--- config.mk ---
export PLATFORM = sky130hd
export DESIGN_NAME = cs_window_decoder
export DESIGN_NICKNAME = d
export VERILOG_FILES = /design/src/rtl/csd_pkg.sv /design/src/rtl/csd_reset_sync.sv /design/src/rtl/csd_window_match.sv /design/src/rtl/csd_prio_sel.sv /design/src/rtl/csd_cycle_ctrl.sv /design/src/rtl/cs_window_decoder.sv
export SDC_FILE = /design/constraint.sdc
export NUM_CORES = 1
export LEC_CHECK = 0
export BUFFER_PORTS_ARGS = -buffer_cell sky130_fd_sc_hd__clkbuf_2
export CORE_MARGIN = 2
export CORE_UTILIZATION = 25
export DETAILED_ROUTE_END_ITERATION = 10
export MAX_ROUTING_LAYER = met4
export PLACE_DENSITY_LB_ADDON = 0.25
export SETUP_SLACK_MARGIN = 0.5
export SYNTH_ARGS = -nofsm -noshare
export SYNTH_HDL_FRONTEND = slang
export SYNTH_SLANG_ARGS = --single-unit
--- constraint.sdc ---
create_clock -name clk_i -period 1.8 [get_ports clk_i]
set_input_delay 0.09 -clock clk_i [delete_from_list [all_inputs] [get_ports clk_i]]
set_output_delay 0.09 -clock clk_i [all_outputs]
set_load 0.03 [all_outputs]
--- src/rtl/csd_pkg.sv ---
`timescale 1ns/1ps
package csd_pkg;
  localparam int NWIN       = 4;
  localparam int NSET       = NWIN + 1;
  localparam int WAIT_W     = 4;
  localparam int CFG_W      = WAIT_W + 2;
  localparam int SEL_W      = $clog2(NSET);
  localparam int NPAIR      = NWIN / 2;

  typedef struct packed {
    logic              rdy_pol;
    logic              rdy_en;
    logic [WAIT_W-1:0] waits;
  } bus_cfg_t;
endpackage

--- src/rtl/csd_reset_sync.sv ---
`timescale 1ns/1ps
module csd_reset_sync (
  input  logic clk_i,
  input  logic rst_n_i,
  output logic rst_n_o
);
  logic [1:0] sync_q;

  always_ff @(posedge clk_i or negedge rst_n_i) begin
    if (!rst_n_i) begin
      sync_q <= 2'b00;
    end else begin
      sync_q <= {sync_q[0], 1'b1};
    end
  end

  assign rst_n_o = sync_q[1];
endmodule

--- src/rtl/csd_window_match.sv ---
`timescale 1ns/1ps
module csd_window_match #(
  parameter int BASE_W = 12,
  parameter int SIZE_W = 4
) (
  input  logic [BASE_W-1:0] addr_hi_i,
  input  logic              en_i,
  input  logic [BASE_W-1:0] base_i,
  input  logic [SIZE_W-1:0] size_i,
  output logic              hit_o
);
  logic [BASE_W-1:0] keep_mask;

  // bits below the window size are don't-care in the comparison
  always_comb begin
    for (int b = 0; b < BASE_W; b++) begin
      keep_mask[b] = (b >= int'(size_i));
    end
  end

  assign hit_o = en_i && (((addr_hi_i ^ base_i) & keep_mask) == '0);
endmodule

--- src/rtl/csd_prio_sel.sv ---
`timescale 1ns/1ps
module csd_prio_sel
  import csd_pkg::*;
(
  input  logic [NWIN-1:0]  hit_i,
  output logic [SEL_W-1:0] sel_o
);
  logic found;

  // pairs are scanned from the top; inside a pair the odd window wins
  always_comb begin
    sel_o = SEL_W'(NWIN);
    found = 1'b0;
    for (int p = NPAIR - 1; p >= 0; p--) begin
      if (!found) begin
        if (hit_i[2*p+1]) begin
          sel_o = SEL_W'(2*p+1);
          found = 1'b1;
        end else if (hit_i[2*p]) begin
          sel_o = SEL_W'(2*p);
          found = 1'b1;
        end
      end
    end
  end
endmodule

--- src/rtl/csd_cycle_ctrl.sv ---
`timescale 1ns/1ps
module csd_cycle_ctrl
  import csd_pkg::*;
(
  input  logic                  clk_i,
  input  logic                  rst_n_i,
  input  logic                  ale_i,
  input  logic                  rdy_i,
  input  logic                  cs_fast_i,
  input  logic [SEL_W-1:0]      sel_i,
  input  logic [NSET*CFG_W-1:0] cfg_i,
  output logic [NSET-1:0]       cs_n_o,
  output logic                  done_o,
  output logic                  busy_o,
  output logic [SEL_W-1:0]      sel_q_o,
  output logic                  act_rdy_en_o,
  output logic                  act_rdy_pol_o
);
  bus_cfg_t          cfg_arr [NSET];
  bus_cfg_t          act_cfg;
  bus_cfg_t          new_cfg;

  logic              ale_q;
  logic              busy_q, busy_d;
  logic [SEL_W-1:0]  sel_q, sel_d;
  logic [WAIT_W-1:0] cnt_q, cnt_d;
  logic              ctl_en;
  logic              ale_rise;
  logic              rdy_ok;
  logic [NSET-1:0]   cs_early_n;
  logic [NSET-1:0]   cs_late_q;

  for (genvar k = 0; k < NSET; k++) begin : g_cfg
    assign cfg_arr[k] = bus_cfg_t'(cfg_i[k*CFG_W +: CFG_W]);
  end

  always_comb begin
    act_cfg = '0;
    new_cfg = '0;
    for (int k = 0; k < NSET; k++) begin
      if (sel_q == SEL_W'(k)) act_cfg = cfg_arr[k];
      if (sel_i == SEL_W'(k)) new_cfg = cfg_arr[k];
    end
  end

  assign ale_rise = ale_i && !ale_q;
  assign rdy_ok   = !act_cfg.rdy_en || (rdy_i == act_cfg.rdy_pol);
  assign done_o   = busy_q && (cnt_q == '0) && rdy_ok;

  // next-state
  always_comb begin
    busy_d = busy_q;
    sel_d  = sel_q;
    cnt_d  = cnt_q;
    if (!busy_q) begin
      if (ale_rise) begin
        busy_d = 1'b1;
        sel_d  = sel_i;
        cnt_d  = new_cfg.waits;
      end
    end else if (cnt_q != '0) begin
      cnt_d = cnt_q - 1'b1;
    end else if (rdy_ok) begin
      busy_d = 1'b0;
    end
  end

  assign ctl_en = busy_q || ale_rise;

  always_ff @(posedge clk_i or negedge rst_n_i) begin
    if (!rst_n_i) begin
      ale_q  <= 1'b0;
      busy_q <= 1'b0;
      sel_q  <= '0;
      cnt_q  <= '0;
    end else begin
      ale_q <= ale_i;
      if (ctl_en) begin
        busy_q <= busy_d;
        sel_q  <= sel_d;
        cnt_q  <= cnt_d;
      end
    end
  end

  always_comb begin
    for (int k = 0; k < NSET; k++) begin
      cs_early_n[k] = !(busy_q && (sel_q == SEL_W'(k)));
    end
  end

  // half-cycle delayed copy for the default chip-select timing
  always_ff @(negedge clk_i or negedge rst_n_i) begin
    if (!rst_n_i) begin
      cs_late_q <= '1;
    end else begin
      cs_late_q <= cs_early_n;
    end
  end

  assign cs_n_o        = cs_fast_i ? cs_early_n : cs_late_q;
  assign busy_o        = busy_q;
  assign sel_q_o       = sel_q;
  assign act_rdy_en_o  = act_cfg.rdy_en;
  assign act_rdy_pol_o = act_cfg.rdy_pol;
endmodule

--- src/rtl/cs_window_decoder.sv ---
`timescale 1ns/1ps
module cs_window_decoder
  import csd_pkg::*;
#(
  parameter int ADDR_W = 24,
  parameter int GRAN_W = 12,
  parameter int SIZE_W = 4
) (
  input  logic                         clk_i,
  input  logic                         rst_n_i,
  input  logic [ADDR_W-1:0]            addr_i,
  input  logic                         ale_i,
  input  logic                         rdy_i,
  input  logic [NWIN-1:0]              win_en_i,
  input  logic [NWIN*(ADDR_W-GRAN_W)-1:0] win_base_i,
  input  logic [NWIN*SIZE_W-1:0]       win_size_i,
  input  logic [NSET*CFG_W-1:0]        cfg_i,
  input  logic                         cs_fast_i,
  input  logic [1:0]                   space_sel_i,
  input  logic                         can_i,
  output logic [NSET-1:0]              cs_n_o,
  output logic [3:0]                   seg_lines_o,
  output logic                         done_o
);
  localparam int BASE_W   = ADDR_W - GRAN_W;
  localparam int SEG_MAX  = ADDR_W - 16;
  localparam int SEG_SHARED = SEG_MAX / 2;

  logic             rst_n_s;
  logic [NWIN-1:0]  hit;
  logic [SEL_W-1:0] sel_w;
  logic             busy_w;
  logic [SEL_W-1:0] sel_q_w;
  logic             act_rdy_en_w;
  logic             act_rdy_pol_w;
  logic [3:0]       seg_raw;

  csd_reset_sync u_rst (
    .clk_i   (clk_i),
    .rst_n_i (rst_n_i),
    .rst_n_o (rst_n_s)
  );

  for (genvar w = 0; w < NWIN; w++) begin : g_win
    csd_window_match #(
      .BASE_W (BASE_W),
      .SIZE_W (SIZE_W)
    ) u_match (
      .addr_hi_i (addr_i[ADDR_W-1:GRAN_W]),
      .en_i      (win_en_i[w]),
      .base_i    (win_base_i[w*BASE_W +: BASE_W]),
      .size_i    (win_size_i[w*SIZE_W +: SIZE_W]),
      .hit_o     (hit[w])
    );
  end

  csd_prio_sel u_prio (
    .hit_i (hit),
    .sel_o (sel_w)
  );

  csd_cycle_ctrl u_ctrl (
    .clk_i         (clk_i),
    .rst_n_i       (rst_n_s),
    .ale_i         (ale_i),
    .rdy_i         (rdy_i),
    .cs_fast_i     (cs_fast_i),
    .sel_i         (sel_w),
    .cfg_i         (cfg_i),
    .cs_n_o        (cs_n_o),
    .done_o        (done_o),
    .busy_o        (busy_w),
    .sel_q_o       (sel_q_w),
    .act_rdy_en_o  (act_rdy_en_w),
    .act_rdy_pol_o (act_rdy_pol_w)
  );

  always_comb begin
    case (space_sel_i)
      2'd0:    seg_raw = 4'(SEG_MAX);
      2'd1:    seg_raw = 4'(SEG_SHARED);
      2'd2:    seg_raw = 4'(SEG_SHARED / 2);
      default: seg_raw = 4'd0;
    endcase
    seg_lines_o = (can_i && (seg_raw > 4'(SEG_SHARED))) ? 4'(SEG_SHARED) : seg_raw;
  end
endmodule

==> report_table.html <==
<table>
<tr><th>Metric</th><th>Value</th></tr>
<tr><th colspan="2">Pwr</th></tr>
<tr><td>Leak pwr</td><td>1.769 nW</td></tr>
<tr><td>Design Power</td><td>0.002908 W</td></tr>
<tr><td>Pwr dens</td><td>752.3 mW/mm^2</td></tr>
<tr><td>Highest ir drop seen on vdd</td><td>0.0003224 V</td></tr>
<tr><th colspan="2">Route</th></tr>
<tr><td>DRC</td><td>0</td></tr>
<tr><td>DR iter-0 viols</td><td>51</td></tr>
<tr><td>Vias per std cell</td><td>4.790</td></tr>
<tr><td>1st-pass router iterations</td><td>4</td></tr>
<tr><td>Average routed wire per standard cell</td><td>15.07 um</td></tr>
<tr><td>Antenna violation net count after detailed routing</td><td>0</td></tr>
<tr><td>Via total after detailed routing</td><td>2481</td></tr>
<tr><td>Final WL</td><td>7807 um</td></tr>
<tr><th colspan="2">Floorplan</th></tr>
<tr><td>Vertical die dimension</td><td>91.25 um</td></tr>
<tr><td>Core ar.</td><td>0.007331 mm^2</td></tr>
<tr><td>Number of rows created at floorplan</td><td>31</td></tr>
<tr><td>Number of top-level pins</td><td>140</td></tr>
<tr><td>Die area</td><td>0.008327 mm^2</td></tr>
<tr><td>Initial cell density of the core</td><td>25.96%</td></tr>
<tr><td>Width of the chip</td><td>91.25 um</td></tr>
<tr><th colspan="2">Placed design</th></tr>
<tr><td>Final RePlAce weighted congestion</td><td>0.8321</td></tr>
<tr><td>Pre-CTS setup slack</td><td>-0.3250 ns</td></tr>
<tr><td># port buffers</td><td>126</td></tr>
<tr><td>Post-detailed-placement half-perimeter wirelength</td><td>6311 um</td></tr>
<tr><td>Placed cell count</td><td>492</td></tr>
<tr><td>Placement-stage cell area</td><td>0.002994 mm^2</td></tr>
<tr><th colspan="2">STA</th></tr>
<tr><td>Clock tree skew after final layout</td><td>0.06650 ns</td></tr>
<tr><td>Number of max-slew violations in the final report</td><td>0</td></tr>
<tr><td>Setup ws final</td><td>-0.3521 ns</td></tr>
<tr><td>Final-report hold violation count</td><td>0</td></tr>
<tr><td>RSZ-0062 raised after global routing</td><td>yes</td></tr>
<tr><td>Setup violation total in the final timing report</td><td>7</td></tr>
<tr><th colspan="2">Clocking</th></tr>
<tr><td>Total CTS buffers</td><td>3</td></tr>
<tr><td>Deepest level of the CTS H-tree</td><td>1</td></tr>
<tr><td>Sink Count</td><td>16</td></tr>
<tr><td>Clock-pin slew reported for the worst setup and hold paths after clock tree synthesis</td><td>0.07 ns</td></tr>
<tr><td>Root buffer cell</td><td>sky130_fd_sc_hd__clkbuf_8</td></tr>
<tr><td>Bufs on Longest Clock Path</td><td>2</td></tr>
<tr><td>CTS tree</td><td>built</td></tr>
<tr><td>Clock insertion delay at the later pin of the skew report</td><td>0.32 ns</td></tr>
<tr><th colspan="2">Cells and area</th></tr>
<tr><td>Reg area</td><td>410.4 um^2</td></tr>
<tr><td>Final layout net count</td><td>552</td></tr>
<tr><td>Final core utilization</td><td>52.72%</td></tr>
<tr><td>Multi-input combinational cell area</td><td>0.001946 mm^2</td></tr>
<tr><td>Synthesis-to-layout area growth</td><td>103.1%</td></tr>
<tr><td>Number of standard cells in the layout, taps in and fillers out</td><td>518</td></tr>
<tr><td>Final Instance Area</td><td>0.003865 mm^2</td></tr>
<tr><td>Share of layout cells above drive strength 1</td><td>62.77%</td></tr>
<tr><td>Diode count</td><td>0</td></tr>
<tr><td>Count of filler cells inserted in the layout</td><td>664</td></tr>
<tr><th colspan="2">Run status</th></tr>
<tr><td>Result of the run</td><td>complete, but fails checks</td></tr>
<tr><td>Violations in the final reports</td><td>setup timing</td></tr>
<tr><th colspan="2">Synth</th></tr>
<tr><td>Post-synthesis instance area</td><td>0.001903 mm^2</td></tr>
<tr><td>Synth Register Bits</td><td>16</td></tr>
<tr><td>Count of yosys warnings during synthesis</td><td>0</td></tr>
<tr><td>Number of library cell types mapped by synthesis</td><td>56</td></tr>
<tr><td>Number of synthesized flops with an enable pin</td><td>0</td></tr>
<tr><td>Mapped Nets</td><td>368</td></tr>
<tr><td>Most common flop cell mapped by yosys</td><td>sky130_fd_sc_hd__dfrtp_1</td></tr>
<tr><td>Portion of the post-synthesis area used by sequential elements</td><td>21.37%</td></tr>
<tr><td>Proportion of synthesized flip-flops having asynchronous set or reset</td><td>100.0%</td></tr>
<tr><td>Syn_area_per_cell</td><td>8.064 um^2</td></tr>
<tr><td>Number of instances in the synthesized netlist</td><td>236</td></tr>
<tr><th colspan="2">Global routing</th></tr>
<tr><td>Via count of the first global-routing pass</td><td>2587</td></tr>
<tr><td>Total global-route track usage</td><td>18.21%</td></tr>
<tr><td>Wire length of the first global-routing pass</td><td>11760 um</td></tr>
<tr><td>Initial antenna violation count</td><td>0</td></tr>
<tr><td>Largest net degree at the start of global routing</td><td>15</td></tr>
<tr><td>Residual overflow from global routing</td><td>0</td></tr>
<tr><th colspan="2">Setup path</th></tr>
<tr><td>Worst path cell trace</td><td>nor2_2, a31oi_4, buf_8</td></tr>
<tr><td>Largest fanout of any net on the critical path</td><td>1</td></tr>
<tr><td>Endpoint arrival time on the critical path</td><td>2.06 ns</td></tr>
<tr><td>Startpoint type of the worst setup path</td><td>flip-flop</td></tr>
<tr><td>CP max stage delay</td><td>0.51 ns</td></tr>
<tr><td>Slowest cell on the critical path</td><td>sky130_fd_sc_hd__dfstp_2</td></tr>
<tr><td>Required time at the worst-slack endpoint</td><td>1.71 ns</td></tr>
<tr><td>Category of the most critical setup path</td><td>reg2out</td></tr>
<tr><td>Critical register-to-register path startpoint</td><td>u_ctrl.sel_q_o[0]</td></tr>
<tr><td>Type of element capturing the critical path</td><td>output pin</td></tr>
<tr><td>Critical path launch point</td><td>u_ctrl.cs_late_q[0]</td></tr>
<tr><th colspan="2">Min path</th></tr>
<tr><td>Hold/Removal Path Class</td><td>in2async</td></tr>
<tr><th colspan="2">Job</th></tr>
<tr><td>Count of maximum capacitance violations</td><td>0</td></tr>
</table>
worst paths after layout:
path | endpoint | slack [ns] | cells past startpoint
max | cs_n_o[0] | -0.35 | 3
min | u_rst.sync_q[1] | 0.14 | 2
max reg2reg | u_ctrl.cs_late_q[4] | 0.10 | 2
min reg2reg | u_ctrl.cnt_q[0] | 0.28 | 1
max in group asynchronous | u_ctrl.cs_late_q[1] | 0.62 | 0
min in group clk_i | u_ctrl.cnt_q[0] | 0.15 | 3
metal layers:
metal | track usage, % | vias up | part of all wire, %
met1 | 20.74 | 1112 | 40
met3 | 2.656 | 19 | 6.2
li1 | - | 1220 | -
met5 | - | - | 0
met4 | 7.702 | 0 | 3.3
met2 | 31.85 | 130 | 51
synthesized netlist by cell type, drive strengths merged, types with 3 or more instances:
cell type   n  share of area, %
o21ai      13               3.4
a21oi      23               6.0
and3        3              0.99
dfstp       5               6.9
o22ai       3              0.99
nor2       17               3.4
nor2b       4               1.3
inv        11               2.2
xor2       41                19
a22oi       5               2.0
mux2        4               2.4
nor3        5               1.3
nand3       7               1.8
nand2      16               3.2
dfrtp      11                14
o31ai       4               1.6
a21o        3               1.3
xnor2       9               4.1
a211oi      5               2.2
nand3b      3               1.2
clkbuf      5              0.99
cells in the final DEF, fill, tap and decap left out, types with 3 or more instances in the layout:
master / count
sky130_fd_sc_hd__a21oi_1: 12
sky130_fd_sc_hd__a211oi_2: 3
sky130_fd_sc_hd__xor2_1: 27
sky130_fd_sc_hd__buf_6: 16
sky130_fd_sc_hd__o31ai_1: 3
sky130_fd_sc_hd__nand3_1: 4
sky130_fd_sc_hd__dfrtp_1: 10
sky130_fd_sc_hd__nor2b_1: 3
sky130_fd_sc_hd__buf_8: 9
sky130_fd_sc_hd__xor2_2: 8
sky130_fd_sc_hd__clkbuf_2: 109
sky130_fd_sc_hd__a21oi_2: 11
sky130_fd_sc_hd__inv_1: 14
sky130_fd_sc_hd__nand3b_1: 3
sky130_fd_sc_hd__nor2_1: 13
sky130_fd_sc_hd__buf_4: 40
sky130_fd_sc_hd__clkbuf_8: 4
sky130_fd_sc_hd__xor2_4: 6
sky130_fd_sc_hd__nor3_1: 4
sky130_fd_sc_hd__nand2_1: 15
sky130_fd_sc_hd__a22oi_2: 3
sky130_fd_sc_hd__dfstp_2: 5
sky130_fd_sc_hd__o21ai_0: 7
sky130_fd_sc_hd__o21ai_1: 4
sky130_fd_sc_hd__mux2_4: 3
sky130_fd_sc_hd__xnor2_1: 8
per-stage QoR:
stage          TNS (ns)  hold slack, ns
2_1_floorplan         0         -0.2056
6_report         -1.693          0.1440
3_5_place_dp     -1.175         -0.1227
4_1_cts          -1.836          0.1446
3_3_place_gp    -0.8536         -0.1248
5_1_grt          -2.067          0.1500
repair_timing:
| item | in CTS | in global routing |
|---|---|---|
| endpoints found under the setup margin | 24 | 24 |
| pin swaps | 30 | 22 |
| hold buffers | 2 | 0 |
| setup buffers | 7 | 9 |
| hold endpoints to repair | 3 | 0 |
| gates resized for setup | 81 | 51 |
state kept, by name, indices dropped and copies added (netlist names):
| register | flops |
|---|---|
| u_ctrl.cs_late_q | 5 |
| u_ctrl.sel_q_o | 3 |
| u_ctrl.ale_q | 1 |
| u_rst.sync_q | 2 |
| u_ctrl.cnt_q | 4 |
| u_ctrl.busy_o | 1 |
critical path: cells and delay by family (launching register included):
kind	cells	cell delay [ns]
compound gates	1	0.15
buf+inv	1	0.14
flops	1	0.51
simple gates	1	0.04
logic make-up after synthesis:
logic type / Yosys count / synth area share (%)
AOI/OAI and AO/OA: 77 / 27.48
xor gates and xnor gates: 50 / 23.01
adders and majority gates: 2 / 1.315
buffers and inverters: 17 / 3.551
DFF: 16 / 21.37
muxes: 7 / 5.259
other: 2 / 0.3946
and+or+nand+nor: 65 / 17.62
final cells by class:
type,count,area share (%)
multi-input cells,203,50.34
clock inverters,6,1.263
inverters,10,0.9712
repair buffers,181,32.53
flip-flops and latches,16,10.62
well taps,99,3.205
clock buffers,3,1.068
where the power goes:
group,internal (W),switching (W),leakage [nW]
registers,0.000504,0.000106,0.179
clock network,0.000311,0.000160,0.0623
logic,0.000957,0.000870,1.53
Power figures use the tool's default switching activity.
